### config.mk
export PLATFORM = sky130hd
export DESIGN_NAME = dual_chan_supervisor
export DESIGN_NICKNAME = d
export VERILOG_FILES = /design/src/rtl/sup_pkg.sv /design/src/rtl/sup_rst_sync.sv /design/src/rtl/sup_wdog.sv /design/src/rtl/sup_selftest.sv /design/src/rtl/dual_chan_supervisor.sv
export SDC_FILE = /design/constraint.sdc
export NUM_CORES = 1
export LEC_CHECK = 0
export ABC_AREA = 1
export BUFFER_PORTS_ARGS = -buffer_cell sky130_fd_sc_hd__buf_2
export CAP_MARGIN = 0
export CORE_AREA = 2 2 84 86
export CTS_CLUSTER_SIZE = 25
export DETAILED_ROUTE_END_ITERATION = 8
export DIE_AREA = 0 0 86 88
export MAX_ROUTING_LAYER = met4
export PLACE_DENSITY = 0.56
export SYNTH_ARGS = -nofsm -noshare
export SYNTH_HDL_FRONTEND = slang
export SYNTH_SLANG_ARGS = --single-unit
### constraint.sdc
create_clock -name clk -period 2.34 [get_ports clk]
set_clock_uncertainty 0.05 [all_clocks]
set_input_delay 0.468 -clock clk [delete_from_list [all_inputs] [get_ports clk]]
set_output_delay 0.468 -clock clk [all_outputs]
set_load 0.1 [all_outputs]
### src/rtl/sup_pkg.sv
package sup_pkg;
  typedef enum logic [1:0] {
    ST_RESET    = 2'd0,
    ST_SELFTEST = 2'd1,
    ST_RUN      = 2'd2,
    ST_SAFE     = 2'd3
  } sup_state_e;

  typedef enum logic [1:0] {
    CAUSE_NONE     = 2'd0,
    CAUSE_SELFTEST = 2'd1,
    CAUSE_RUNTIME  = 2'd2,
    CAUSE_TIMEOUT  = 2'd3
  } trip_cause_e;

  function automatic int idx_w(int n);
    return (n > 1) ? $clog2(n) : 1;
  endfunction
endpackage

### src/rtl/sup_rst_sync.sv
module sup_rst_sync #(
  parameter int STAGES = 2
) (
  input  logic clk,
  input  logic rst_an,
  output logic rst_sn
);
  logic [STAGES-1:0] sh_q;

  always_ff @(posedge clk or negedge rst_an) begin
    if (!rst_an) sh_q <= '0;
    else         sh_q <= {sh_q[STAGES-2:0], 1'b1};
  end

  assign rst_sn = sh_q[STAGES-1];
endmodule

### src/rtl/sup_wdog.sv
module sup_wdog #(
  parameter int TMO = 8
) (
  input  logic clk,
  input  logic rst_n,
  input  logic armed,
  input  logic beat,
  output logic expire
);
  localparam int CW = $clog2(TMO + 1);

  logic [CW-1:0] cnt_q, cnt_d;
  logic          cnt_en;

  always_comb begin
    expire = armed && !beat && (cnt_q == CW'(TMO - 1));
    cnt_en = armed || (cnt_q != '0);
    if (!armed || beat || expire) cnt_d = '0;
    else                          cnt_d = cnt_q + 1'b1;
  end

  always_ff @(posedge clk or negedge rst_n) begin
    if (!rst_n)      cnt_q <= '0;
    else if (cnt_en) cnt_q <= cnt_d;
  end

  // the idle counter never passes the trip limit
  p_cnt_bound_r7: assert property (@(posedge clk) disable iff (!rst_n)
    cnt_q <= CW'(TMO - 1));
endmodule

### src/rtl/sup_selftest.sv
module sup_selftest #(
  parameter int          DW   = 12,
  parameter int          NPAT = 4,
  parameter logic [DW-1:0] SEED = 12'h3A5,
  parameter logic [DW-1:0] STEP = 12'h2C7
) (
  input  logic               clk,
  input  logic               rst_n,
  input  logic               active,
  input  logic               both_vld,
  input  logic [DW-1:0]      res_a,
  input  logic [DW-1:0]      res_b,
  output logic [sup_pkg::idx_w(NPAT)-1:0] idx,
  output logic               pass_all,
  output logic               fail
);
  localparam int IW = sup_pkg::idx_w(NPAT);

  function automatic logic [DW-1:0] exp_of(logic [IW-1:0] i);
    return SEED + STEP * DW'(i);
  endfunction

  logic [IW-1:0] idx_q, idx_d;
  logic [DW-1:0] exp_w;
  logic          hit, good, last, idx_en;

  always_comb begin
    exp_w    = exp_of(idx_q);
    hit      = active && both_vld;
    good     = (res_a == exp_w) && (res_b == exp_w);
    last     = (idx_q == IW'(NPAT - 1));
    fail     = hit && !good;
    pass_all = hit && good && last;
    idx_en   = !active || (hit && good && !last);
    idx_d    = active ? idx_q + 1'b1 : '0;
  end

  always_ff @(posedge clk or negedge rst_n) begin
    if (!rst_n)      idx_q <= '0;
    else if (idx_en) idx_q <= idx_d;
  end

  assign idx = idx_q;

  // the pattern index stays within the pattern table
  p_idx_range_r2: assert property (@(posedge clk) disable iff (!rst_n)
    idx_q <= IW'(NPAT - 1));
  // a pattern answered correctly moves the index forward
  p_idx_step_r2: assert property (@(posedge clk) disable iff (!rst_n)
    (hit && good && !last) |=> (idx_q == $past(idx_q) + 1'b1));
endmodule

### src/rtl/dual_chan_supervisor.sv
module dual_chan_supervisor
  import sup_pkg::*;
#(
  parameter int            DW         = 12,
  parameter int            NPAT       = 4,
  parameter int            TMO        = 8,
  parameter logic [DW-1:0] SEED       = 12'h3A5,
  parameter logic [DW-1:0] STEP       = 12'h2C7,
  parameter int            RST_STAGES = 2
) (
  input  logic                      clk,
  input  logic                      rst_n,
  input  logic [DW-1:0]             ch_a_res,
  input  logic                      ch_a_vld,
  input  logic [DW-1:0]             ch_b_res,
  input  logic                      ch_b_vld,
  input  logic                      safe_clr,
  output logic [DW-1:0]             act_out,
  output logic                      irq,
  output logic                      tst_sel,
  output logic [idx_w(NPAT)-1:0]    tst_idx,
  output logic [1:0]                trip_code
);
  logic          rst_sn;
  sup_state_e    state_q, state_d;
  trip_cause_e   cause_q, cause_d;
  logic [DW-1:0] act_q, act_d;
  logic          both_vld, agree, expire, st_pass, st_fail;
  logic          state_en, cause_en, act_en;

  sup_rst_sync #(.STAGES(RST_STAGES)) u_rst (
    .clk(clk), .rst_an(rst_n), .rst_sn(rst_sn)
  );

  assign both_vld = ch_a_vld && ch_b_vld;
  assign agree    = (ch_a_res == ch_b_res);

  sup_wdog #(.TMO(TMO)) u_wdog (
    .clk(clk), .rst_n(rst_sn),
    .armed(state_q == ST_SELFTEST || state_q == ST_RUN),
    .beat(both_vld), .expire(expire)
  );

  sup_selftest #(.DW(DW), .NPAT(NPAT), .SEED(SEED), .STEP(STEP)) u_st (
    .clk(clk), .rst_n(rst_sn), .active(state_q == ST_SELFTEST),
    .both_vld(both_vld), .res_a(ch_a_res), .res_b(ch_b_res),
    .idx(tst_idx), .pass_all(st_pass), .fail(st_fail)
  );

  // next state
  always_comb begin
    state_d = state_q;
    cause_d = cause_q;
    unique case (state_q)
      ST_RESET: state_d = ST_SELFTEST;
      ST_SELFTEST: begin
        if (expire) begin
          state_d = ST_SAFE; cause_d = CAUSE_TIMEOUT;
        end else if (st_fail) begin
          state_d = ST_SAFE; cause_d = CAUSE_SELFTEST;
        end else if (st_pass) begin
          state_d = ST_RUN;
        end
      end
      ST_RUN: begin
        if (expire) begin
          state_d = ST_SAFE; cause_d = CAUSE_TIMEOUT;
        end else if (both_vld && !agree) begin
          state_d = ST_SAFE; cause_d = CAUSE_RUNTIME;
        end
      end
      ST_SAFE: begin
        if (safe_clr) begin
          state_d = ST_SELFTEST; cause_d = CAUSE_NONE;
        end
      end
      default: state_d = ST_RESET;
    endcase

    if (state_q == ST_RUN && state_d == ST_RUN)
      act_d = (both_vld && agree) ? ch_a_res : act_q;
    else
      act_d = '0;

    state_en = (state_d != state_q);
    cause_en = (cause_d != cause_q);
    act_en   = (act_d != act_q);
  end

  // registers
  always_ff @(posedge clk or negedge rst_sn) begin
    if (!rst_sn) begin
      state_q <= ST_RESET;
      cause_q <= CAUSE_NONE;
      act_q   <= '0;
    end else begin
      if (state_en) state_q <= state_d;
      if (cause_en) cause_q <= cause_d;
      if (act_en)   act_q   <= act_d;
    end
  end

  assign act_out   = act_q;
  assign irq       = (state_q == ST_SAFE);
  assign tst_sel   = (state_q == ST_SELFTEST);
  assign trip_code = cause_q;

  // a runtime disagreement trips and darkens the actuator next cycle
  p_trip_off_r6: assert property (@(posedge clk) disable iff (!rst_sn)
    (state_q == ST_RUN && both_vld && !agree) |=>
      (irq && act_out == '0 && trip_code == 2'd2));
  // an agreeing pair in run mode reaches the actuator
  p_follow_r5: assert property (@(posedge clk) disable iff (!rst_sn)
    (state_q == ST_RUN && both_vld && agree) |=> (act_out == $past(ch_a_res)));
  // actuator is dark during self-test
  p_test_dark_r2: assert property (@(posedge clk) disable iff (!rst_sn)
    tst_sel |-> (act_out == '0));
  // actuator is dark while tripped, and the trip is sticky
  p_safe_dark_r8: assert property (@(posedge clk) disable iff (!rst_sn)
    irq |-> (act_out == '0));
  p_safe_sticky_r8: assert property (@(posedge clk) disable iff (!rst_sn)
    (irq && !safe_clr) |=> (irq && $stable(trip_code)));
  // a clear leads into a fresh self-test
  p_clear_r9: assert property (@(posedge clk) disable iff (!rst_sn)
    (irq && safe_clr) |=> (tst_sel && !irq && trip_code == 2'd0 && tst_idx == '0));
  // at most one of self-test and tripped is shown
  p_mode_excl_r1: assert property (@(posedge clk) disable iff (!rst_sn)
    !(tst_sel && irq));
endmodule

==> results of run 1 <==
## sequential cells by signal (all words and copies together) (netlist names)
register and flops:
act_out 12, u_wdog.cnt_q 4, state_q 2, trip_code 2, u_rst.sh_q 2, u_st.idx 2
## placed cells by master (no fill, tap or decap), types with 2 or more instances in the layout
cell type,n
a21oi_1,5
buf_12,2
buf_2,46
buf_4,12
clkbuf_8,4
clkinv_1,10
dfrtp_1,22
dfrtp_4,2
ha_1,6
ha_2,4
ha_4,4
inv_1,50
inv_2,6
nand2_1,104
nand2_2,5
nand3_1,13
nand3_2,2
nand4_1,4
nor2_1,32
nor2_2,15
nor2_4,3
nor3_1,2
o21ai_0,17
o21ai_1,3
o21ai_2,2
xnor2_1,5
xor2_1,3
## metrics by stage
stage,instance area (µm²),cells,util
4_1_cts,2700,475,0.406
5_1_grt,2770,478,0.417
2_1_floorplan,2190,336,-
3_5_place_dp,2580,469,0.389
3_3_place_gp,2580,469,0.389
6_report,2770,478,0.417
## layer usage
layer	part of all wire	up-vias
li1	-	1135
met1	0.47	956
met2	0.49	27
met3	0.031	2
met4	0.0057	0
met5	0	-
## cell families after synthesis
group | count (synthesis)
other | 1
flip-flops | 24
buffers and inverters | 72
adder cells (fa/ha/maj) | 14
XOR/XNOR | 8
AO/OA/AOI/OAI | 33
AND/OR/NAND/NOR | 184
## worst reg2reg max path, cell delays in order (launching register included)
cell	delay [ns]
dfrtp_4	0.47
buf_12	0.12
inv_6	0.03
ha_4	0.16
ha_4	0.28
inv_2	0.03
nand2_1	0.04
nand2_1	0.06
inv_1	0.06
nand2_1	0.04
nor2_1	0.10
nand2_1	0.08
nor2_2	0.11
nand2_1	0.09
a21oi_1	0.12
nand2_1	0.07
nand2_2	0.08
nand3_4	0.10
clkbuf_16	0.18
nor2_2	0.07
## report_power, final
| part | internal (µW) | switching [µW] | leakage, µW | total [µW] |
|---|---|---|---|---|
| clock network | 150 | 135 | 0.0000288 | 286 |
| logic | 215 | 482 | 0.00111 | 697 |
| registers | 463 | 58.0 | 0.000318 | 521 |
## timing repair
item / 4_1_cts / 5_1_grt
endpoints found under the hold margin: 2 / 0
buffers inserted: 1 / 2
pin swaps: 0 / 7
endpoints found under the setup margin: 13 / 16
gates cloned: 0 / 1
hold buffers: 1 / 0
gates resized for setup: 6 / 8
## layout make-up
type,count,area share
clock buffers,4,0.0199
well taps,80,0.0361
repair buffers,62,0.143
flip-flops and latches,24,0.220
multi-input cells,240,0.487
inverters,68,0.0949
## final timing paths
check / startpoint / cells after the start / to
worst max-delay path: u_st.idx[0] / 19 / act_out[6]
worst min-delay path: u_rst.sh_q[1] / 0 / u_wdog.cnt_q[2]
worst max register to register: u_st.idx[0] / 19 / act_out[6]
worst min register to register: u_rst.sh_q[1] / 0 / u_wdog.cnt_q[2]
max in group asynchronous: u_rst.sh_q[1] / 1 / act_out[5]
min in group clk: u_rst.sh_q[0] / 0 / u_rst.sh_q[1]
==> flow_summary.ini, run 1 <==
[layout]
drive_above_1_share = 0.289
area_growth_pct = 29.5
multi_input_area_um2 = 1350
layout.nets = 442
diodes = 0
seq_area_um2 = 608
nFillCells = 725

[yosys]
synth_common_cells = nand2_1, inv_1, nor2_1, dfrtp_1, o21ai_0
yosysTopAreaCell = dfrtp_1
synth_cells = 336
synth_cell_types = 32
synthAdderAreaFrac = 0.0819
synth.net_count = 379
ys_seq_elements = 24
avgSynthCellArea_um2 = 6.36
synth_compound_area_frac = 0.0913
ys_seq_area_frac = 0.281
async_reset_ff_frac = 1.00
synth_mux_area_frac = 0
synth_edf_count = 0
syn_area_um2 = 2140
synthFlopType = dfrtp_1
synth_simple_gate_area_share = 0.377
synth-xor-area-share = 0.0328
yosysTopAreaCellShare = 0.281
synth_top_family_by_area = simple AND/OR/NAND/NOR gates
yosysMostFrequentCell = nand2_1
ys_top_cells_by_area = dfrtp_1, nand2_1, inv_1
yosys_warnings = 0

[place]
dp_slack_ns = -0.119
gp_congestion = 0.873
portBuffers = 46
hpwlAfterDp_um = 4650

[critical_path]
crit_chain = buf_12, inv_6, ha_4, ha_4, inv_2, nand2_1, nand2_1, inv_1, nand2_1, nor2_1, nand2_1, nor2_2, nand2_1, a21oi_1, nand2_1, nand2_2, nand3_4, clkbuf_16, nor2_2
r2r_setup_slack_ns = -0.09
worstPathMaxFanout = 6
crit_arrival_ns = 2.59
crit_path_frequent_cell = nand2_1
slowest_stage = dfrtp_4
path_buf_inv = 5
required_ns = 2.50
path_class = reg2reg
cp-end-kind = flip-flop
critical-path-max-stage-delay_ns = 0.47
start_kind = flip-flop
cp_top_family = simple AND/OR/NAND/NOR gates

[grt]
grt_pass1_vias = 1935
grt_usage = 0.159
use_met2 = 0.263
grt_busiest_layer = met2
grt_use_met1 = 0.212
grt_pass1_wl_um = 9160
grt_max_degree = 25
grt_antenna_before_repair = 0
grt_overflow = 0
grt_use_met3 = 0.0160

[worst_hold_path]
hold_class = reg2async

[timing]
max_freq_mhz = 412
setup-violations-final = 12
final_hold_viol_count = 0
min_period_over_period = 1.04
rsz0062_at_grt = yes
setup_tns_ns = -0.918
fin_crit_ns = 2.43
timing.hold.ws_ns = 0.140
drv_slew = 0
setup_ws_ns = -0.0885

[power]
p_leak_uw = 0.00146
peakVddDrop_mv = 0.372
p_per_area_nw_per_um2 = 543
p_total_uw = 1500

[die]
die_h_um = 88
start_util = 0.322
die_area_um2 = 7570
num_rows = 30
fp.dieW_um = 86
core_um2 = 6640
pin_count = 47

[clock_tree]
cts-root-buf = clkbuf_8
clk_pin_slew_ns = 0.09
clock-sinks = 24
htreeDepth = 1
clk_path_buf_depth = 2
insertion_delay_ns = 0.27
cts_buffers = 3
cts_tree = done

[drt]
viasPerCell = 4.44
drtPass1Iterations = 4
routedWlPerCell_um = 11.8
via_count = 2120
drt-total-wl_um = 5660
drc = 0
drtIter0Drc = 85
postRouteAntennaNets = 0

[status]
status = finished, violations left
violations = negative setup slack

[run]
drv_cap = 0
Power figures use the tool's default switching activity.
==> inputs of run 2 (changes only) <==
==> constraint.sdc (replaced) <==
create_clock -name clk -period 3.1 [get_ports clk]
set_clock_uncertainty 0.05 [all_clocks]
set_input_delay 0.62 -clock clk [delete_from_list [all_inputs] [get_ports clk]]
set_output_delay 0.62 -clock clk [all_outputs]
set_load 0.1 [all_outputs]
==> run 2 against run 1 <==
- the flow now finishes without violations
- sequential power shrank 24%
- total power shrank 22%
- clock-buffer cell count shrank 1
- worst setup slack gained 0.39 ns
- non-clock buffer count shrank 14
- fmax shrank 13%
- via count shrank 3.1%
- wire length shrank 7.9%
- critical endpoint is now act_out[5]
- largest cell class unchanged
- largest power group unchanged
==> flow_summary.ini, run 2 (synthesis gave the netlist of run 1 again) <==
[layout]
drive_above_1_share = 0.219
layout_commonest_cell = nand2_1
layout.nets = 428
seq_area_um2 = 601
utilization = 0.380
nFillCells = 714
final_area_um2 = 2520
layout_common_cells = nand2_1, inv_1, buf_2, nor2_1, dfrtp_1
largest_register_ff_count = 12
area_growth_pct = 18.1
multi_input_area_um2 = 1250
diodes = 0

[clock_tree]
cts_buffers = 3
cts_tree = done
post_cts_buffers = 0
clk_path_buf_depth = 2
cts_hold_buf = 0
htreeDepth = 1
cts_resized = 0
clk_pin_slew_ns = 0.09
insertion_delay_ns = 0.27
clock-sinks = 24
cts-root-buf = clkbuf_8

[die]
die_h_um = 88
num_rows = 30
core_um2 = 6640
die_area_um2 = 7570
fp.dieW_um = 86
pin_count = 47
start_util = 0.322

[grt]
grt_overflow = 0
grt_antenna_before_repair = 0
grt_max_degree = 25
grt_pass1_wl_um = 8710
grt_usage = 0.150
grt_pass1_vias = 1906

[critical_path]
crit_arrival_ns = 2.94
crit_chain = inv_1, ha_1, ha_1, o21ai_0, nand2_2, nor2_4, nand3_2, nor2_2, nand3_2, nand2_1, nand2_1, nand2_2, nand3_2, nor2_1
cp-end-kind = flip-flop
required_ns = 3.24
worstPathMaxFanout = 12
critical-path-max-stage-delay_ns = 0.43
path_class = reg2reg
r2r_setup_slack_ns = 0.30
crit_path_frequent_cell = nand3_2
start_kind = flip-flop
slowest_stage = dfrtp_1

[drt]
via_count = 2055
drtPass1Iterations = 4
viasPerCell = 4.43
postRouteAntennaNets = 0
drtIter0Drc = 159
routedWlPerCell_um = 11.2
drc = 0
drt-total-wl_um = 5210

[timing]
min_period_over_period = 0.903
setup_ws_ns = 0.301
max_freq_mhz = 357
setup-violations-final = 0
maxSlewHeadroom = 0.413
worst_slew_pin_slew_ns = 0.881
fin_crit_ns = 2.80
rsz0062_at_grt = no
final_hold_viol_count = 0
drv_slew = 0
setup_tns_ns = 0

[status]
status = complete, no violations

[worst_hold_path]
hold_class = in2async

[place]
portBuffers = 46
hpwlAfterDp_um = 4380
gp_congestion = 0.898
dp_slack_ns = 0.338
placed_area_um2 = 2450

[power]
p_per_area_nw_per_um2 = 462
peakVddDrop_mv = 0.302
p_leak_uw = 0.00139

[run]
drv_cap = 0
run 2: cell types whose count changed in the layout (fill, tap and decap cells not counted), moves of 2 or more:
cell / previous run / this run
buf_4: 12 / 2
ha_1: 6 / 14
ha_2: 4 / 0
ha_4: 4 / 0
nor2_1: 32 / 35
buf_12: 2 / 0
dfrtp_1: 22 / 24
dfrtp_4: 2 / 0
inv_1: 50 / 52
nor2_4: 3 / 1
run 2: power by group:
group / internal (µW) / total, µW / switching [µW]
clock: 173 / 274 / 102
combinational: 150 / 498 / 348
sequential: 349 / 395 / 45.7
run 2: area by class of cell:
class	count	area share
multi-input cells	240	0.495
clock inverters	1	0.0119
flip-flops and latches	24	0.238
clock buffers	3	0.0164
inverters	68	0.102
repair buffers	48	0.0971
well taps	80	0.0396
run 2: path summary, 6_finish.rpt:
kind / to / startpoint / cells past startpoint
setup / recovery: act_out[5] / u_st.idx[1] / 14
max in group asynchronous: act_out[5] / u_rst.sh_q[1] / 0
hold / removal: u_rst.sh_q[1] / rst_n / 1
hold reg to reg: act_out[3] / u_rst.sh_q[1] / 0
setup reg to reg: act_out[5] / u_st.idx[1] / 14
min in group clk: u_rst.sh_q[1] / u_rst.sh_q[0] / 0
run 2: stage by stage:
stage	hold slack (ns)	total power (µW)	std cells
after detailed placement	0.289	903	460
after CTS	0.0573	1180	464
after global placement	0.288	895	460
after global routing	0.0442	1260	464
final	0.0627	1170	464
after floorplan	0.230	793	336
run 2: worst max-delay path: cells and delay by family (launching register included):
family          cells  cell delay (ns)
flops               1             0.43
simple gates       10             1.19
fa+ha+maj           2             0.68
compound gates      1             0.22
buf+inv             1             0.14
run 2: metal layers:
layer,global-route usage,vias to the layer above,share of wire
li1,-,1102,-
met1,0.208,900,0.49
met2,0.223,48,0.44
met3,0.0198,5,0.061
met4,0.0505,0,0.0083
met5,-,-,0
==> inputs of run 3 (changes only) <==
--- a/config.mk
+++ b/config.mk
@@ -6,14 +6,15 @@
 export NUM_CORES = 1
 export LEC_CHECK = 0
 export ABC_AREA = 1
-export BUFFER_PORTS_ARGS = -buffer_cell sky130_fd_sc_hd__buf_2
 export CAP_MARGIN = 0
 export CORE_AREA = 2 2 84 86
 export CTS_CLUSTER_SIZE = 25
 export DETAILED_ROUTE_END_ITERATION = 8
 export DIE_AREA = 0 0 86 88
+export DONT_BUFFER_PORTS = 1
+export GPL_TIMING_DRIVEN = 0
 export MAX_ROUTING_LAYER = met4
-export PLACE_DENSITY = 0.56
+export PLACE_DENSITY = 0.5
 export SYNTH_ARGS = -nofsm -noshare
 export SYNTH_HDL_FRONTEND = slang
 export SYNTH_SLANG_ARGS = --single-unit
==> run 3 against run 2 <==
- clock-buffer cell count did not move
- combinational power fell by 23%
- sequential power rose by 17%
- critical path type unchanged
- largest cell class unchanged
==> flow_summary.ini, run 3 (synthesis gave the netlist of run 1 again) <==
[drt]
drtIter0Drc = 70
highest_layer = met4
drc = 0
drtPass1Iterations = 4
routedWlPerCell_um = 12.3
via_count = 1891
viasPerCell = 4.48
wl_met2_um = 2390
postRouteAntennaNets = 0
wl_met3_um = 354
drt-total-wl_um = 5210
met1_length_um = 2410

[layout]
largest_register_ff_count = 12
drive_above_1_share = 0.126
area_growth_pct = 9.89
layout.nets = 386
layout_common_cells = nand2_1, inv_1, nor2_1, dfrtp_1, o21ai_0
diodes = 0
layout_commonest_cell = nand2_1
finalNonFillerCells = 422

[grt]
grt_pass1_vias = 1799
grt_max_degree = 23
grt_pass1_wl_um = 8510
grt_usage = 0.150
grt_antenna_before_repair = 0
grt_overflow = 0

[die]
fp.dieW_um = 86
core_um2 = 6640
num_rows = 30
pin_count = 47
die_h_um = 88
start_util = 0.322
die_area_um2 = 7570

[timing]
worst_slew_pin_slew_ns = 1.15
maxSlewHeadroom = 0.230
timing.hold.ws_ns = 0.313
min_period_over_period = 0.924
fin_crit_ns = 2.86
setup_tns_ns = 0
rsz0062_at_grt = no
drv_slew = 0
setup-violations-final = 0
final_hold_viol_count = 0
max_freq_mhz = 349

[run]
drv_cap = 0

[critical_path]
crit_path_frequent_cell = nand2_1
cp-end-kind = flip-flop
slowest_stage = dfrtp_4
required_ns = 3.26
crit_chain = inv_1, ha_2, ha_1, inv_1, nand2_1, nand2_1, nand2_1, nor2_1, nand2_1, nor2_1, nand2_1, a21oi_1, nand2_1, nand2_2, nand3_2, buf_6, nor2_2
crit_arrival_ns = 3.02
critical-path-max-stage-delay_ns = 0.64
start_kind = flip-flop
worstPathMaxFanout = 10
path_class = reg2reg

[place]
portBuffers = 0
dp.cells = 416
hpwlAfterDp_um = 4320
gp_congestion = 0.831

[clock_tree]
cts_tree = done
clk_pin_slew_ns = 0.10
htreeDepth = 1
clock-sinks = 24
cts_buffers = 3
clk_path_buf_depth = 2
insertion_delay_ns = 0.28
cts-root-buf = clkbuf_8

[status]
status = complete, no violations

[worst_hold_path]
hold_class = reg2reg

[power]
p_per_area_nw_per_um2 = 481
peakVddDrop_mv = 0.210
p_leak_uw = 0.00119
run 3: cell count changes in the layout (fill, tap and decap cells not counted), sizes merged:
cell / previous run / this run
buf: 48 / 3
clkbuf: 3 / 5
dlygate4sd3: 0 / 1
run 3: power by group:
group          internal (µW)  total (µW)  switching (µW)
sequential               348         462             115
clock                    173         282             109
combinational            132         385             253
run 3: final timing paths:
kind                               start              end  slack, ns  cells past startpoint
max                          u_st.idx[1]       act_out[3]       0.24                     17
max in group asynchronous  u_rst.sh_q[1]      u_st.idx[1]       1.99                      0
max reg2reg                  u_st.idx[1]       act_out[3]       0.24                     17
min in group asynchronous  u_rst.sh_q[1]  u_wdog.cnt_q[1]       0.34                      0
min                        u_rst.sh_q[0]    u_rst.sh_q[1]       0.31                      0
min reg2reg                u_rst.sh_q[0]    u_rst.sh_q[1]       0.31                      0
run 3: per-stage QoR:
stage                     setup WS (ns)  instance area [µm²]  power (µW)  utilization
final                             0.236                 2350        1130        0.354
after global routing             0.0198                 2350        1220        0.354
after CTS                        0.0909                 2330        1140        0.350
after detailed placement         -0.355                 2240         858        0.337
after global placement           -0.350                 2240         853        0.337
after floorplan                  0.0104                 2140         793            -
run 3: final cells by class:
| type | instances | area (µm²) |
|---|---|---|
| Multi-Input combinational cell | 240 | 1260 |
| Buffer | 4 | 30.0 |
| Tap cell | 80 | 100 |
| Fill cell | 734 | 4290 |
| Timing Repair Buffer | 2 | 17.5 |
| Clock inverter | 1 | 30.0 |
| Clock buffer | 3 | 41.3 |
| Inverter | 68 | 258 |
| Sequential cell | 24 | 608 |
run 3: timing repair:
item | CTS | global route
endpoints found under the setup margin | 18 | 10
hold buffers | 1 | 0
hold endpoints to repair | 2 | 0
resized for setup | 4 | 2
setup buffers | 0 | 1
run 3: per-layer routing:
metal	track usage	vias to the layer above
met5	-	-
met4	0.0346	0
met3	0.0349	4
met2	0.241	38
met1	0.191	828
li1	-	1021
run 3: critical path: cells and delay by family (launching register included):
| family | cells | cell delay (ns) |
|---|---|---|
| DFF | 1 | 0.64 |
| buffers and inverters | 3 | 0.43 |
| adders and majority gates | 2 | 0.63 |
| AOI/OAI and AO/OA | 1 | 0.13 |
| and+or+nand+nor | 11 | 0.91 |
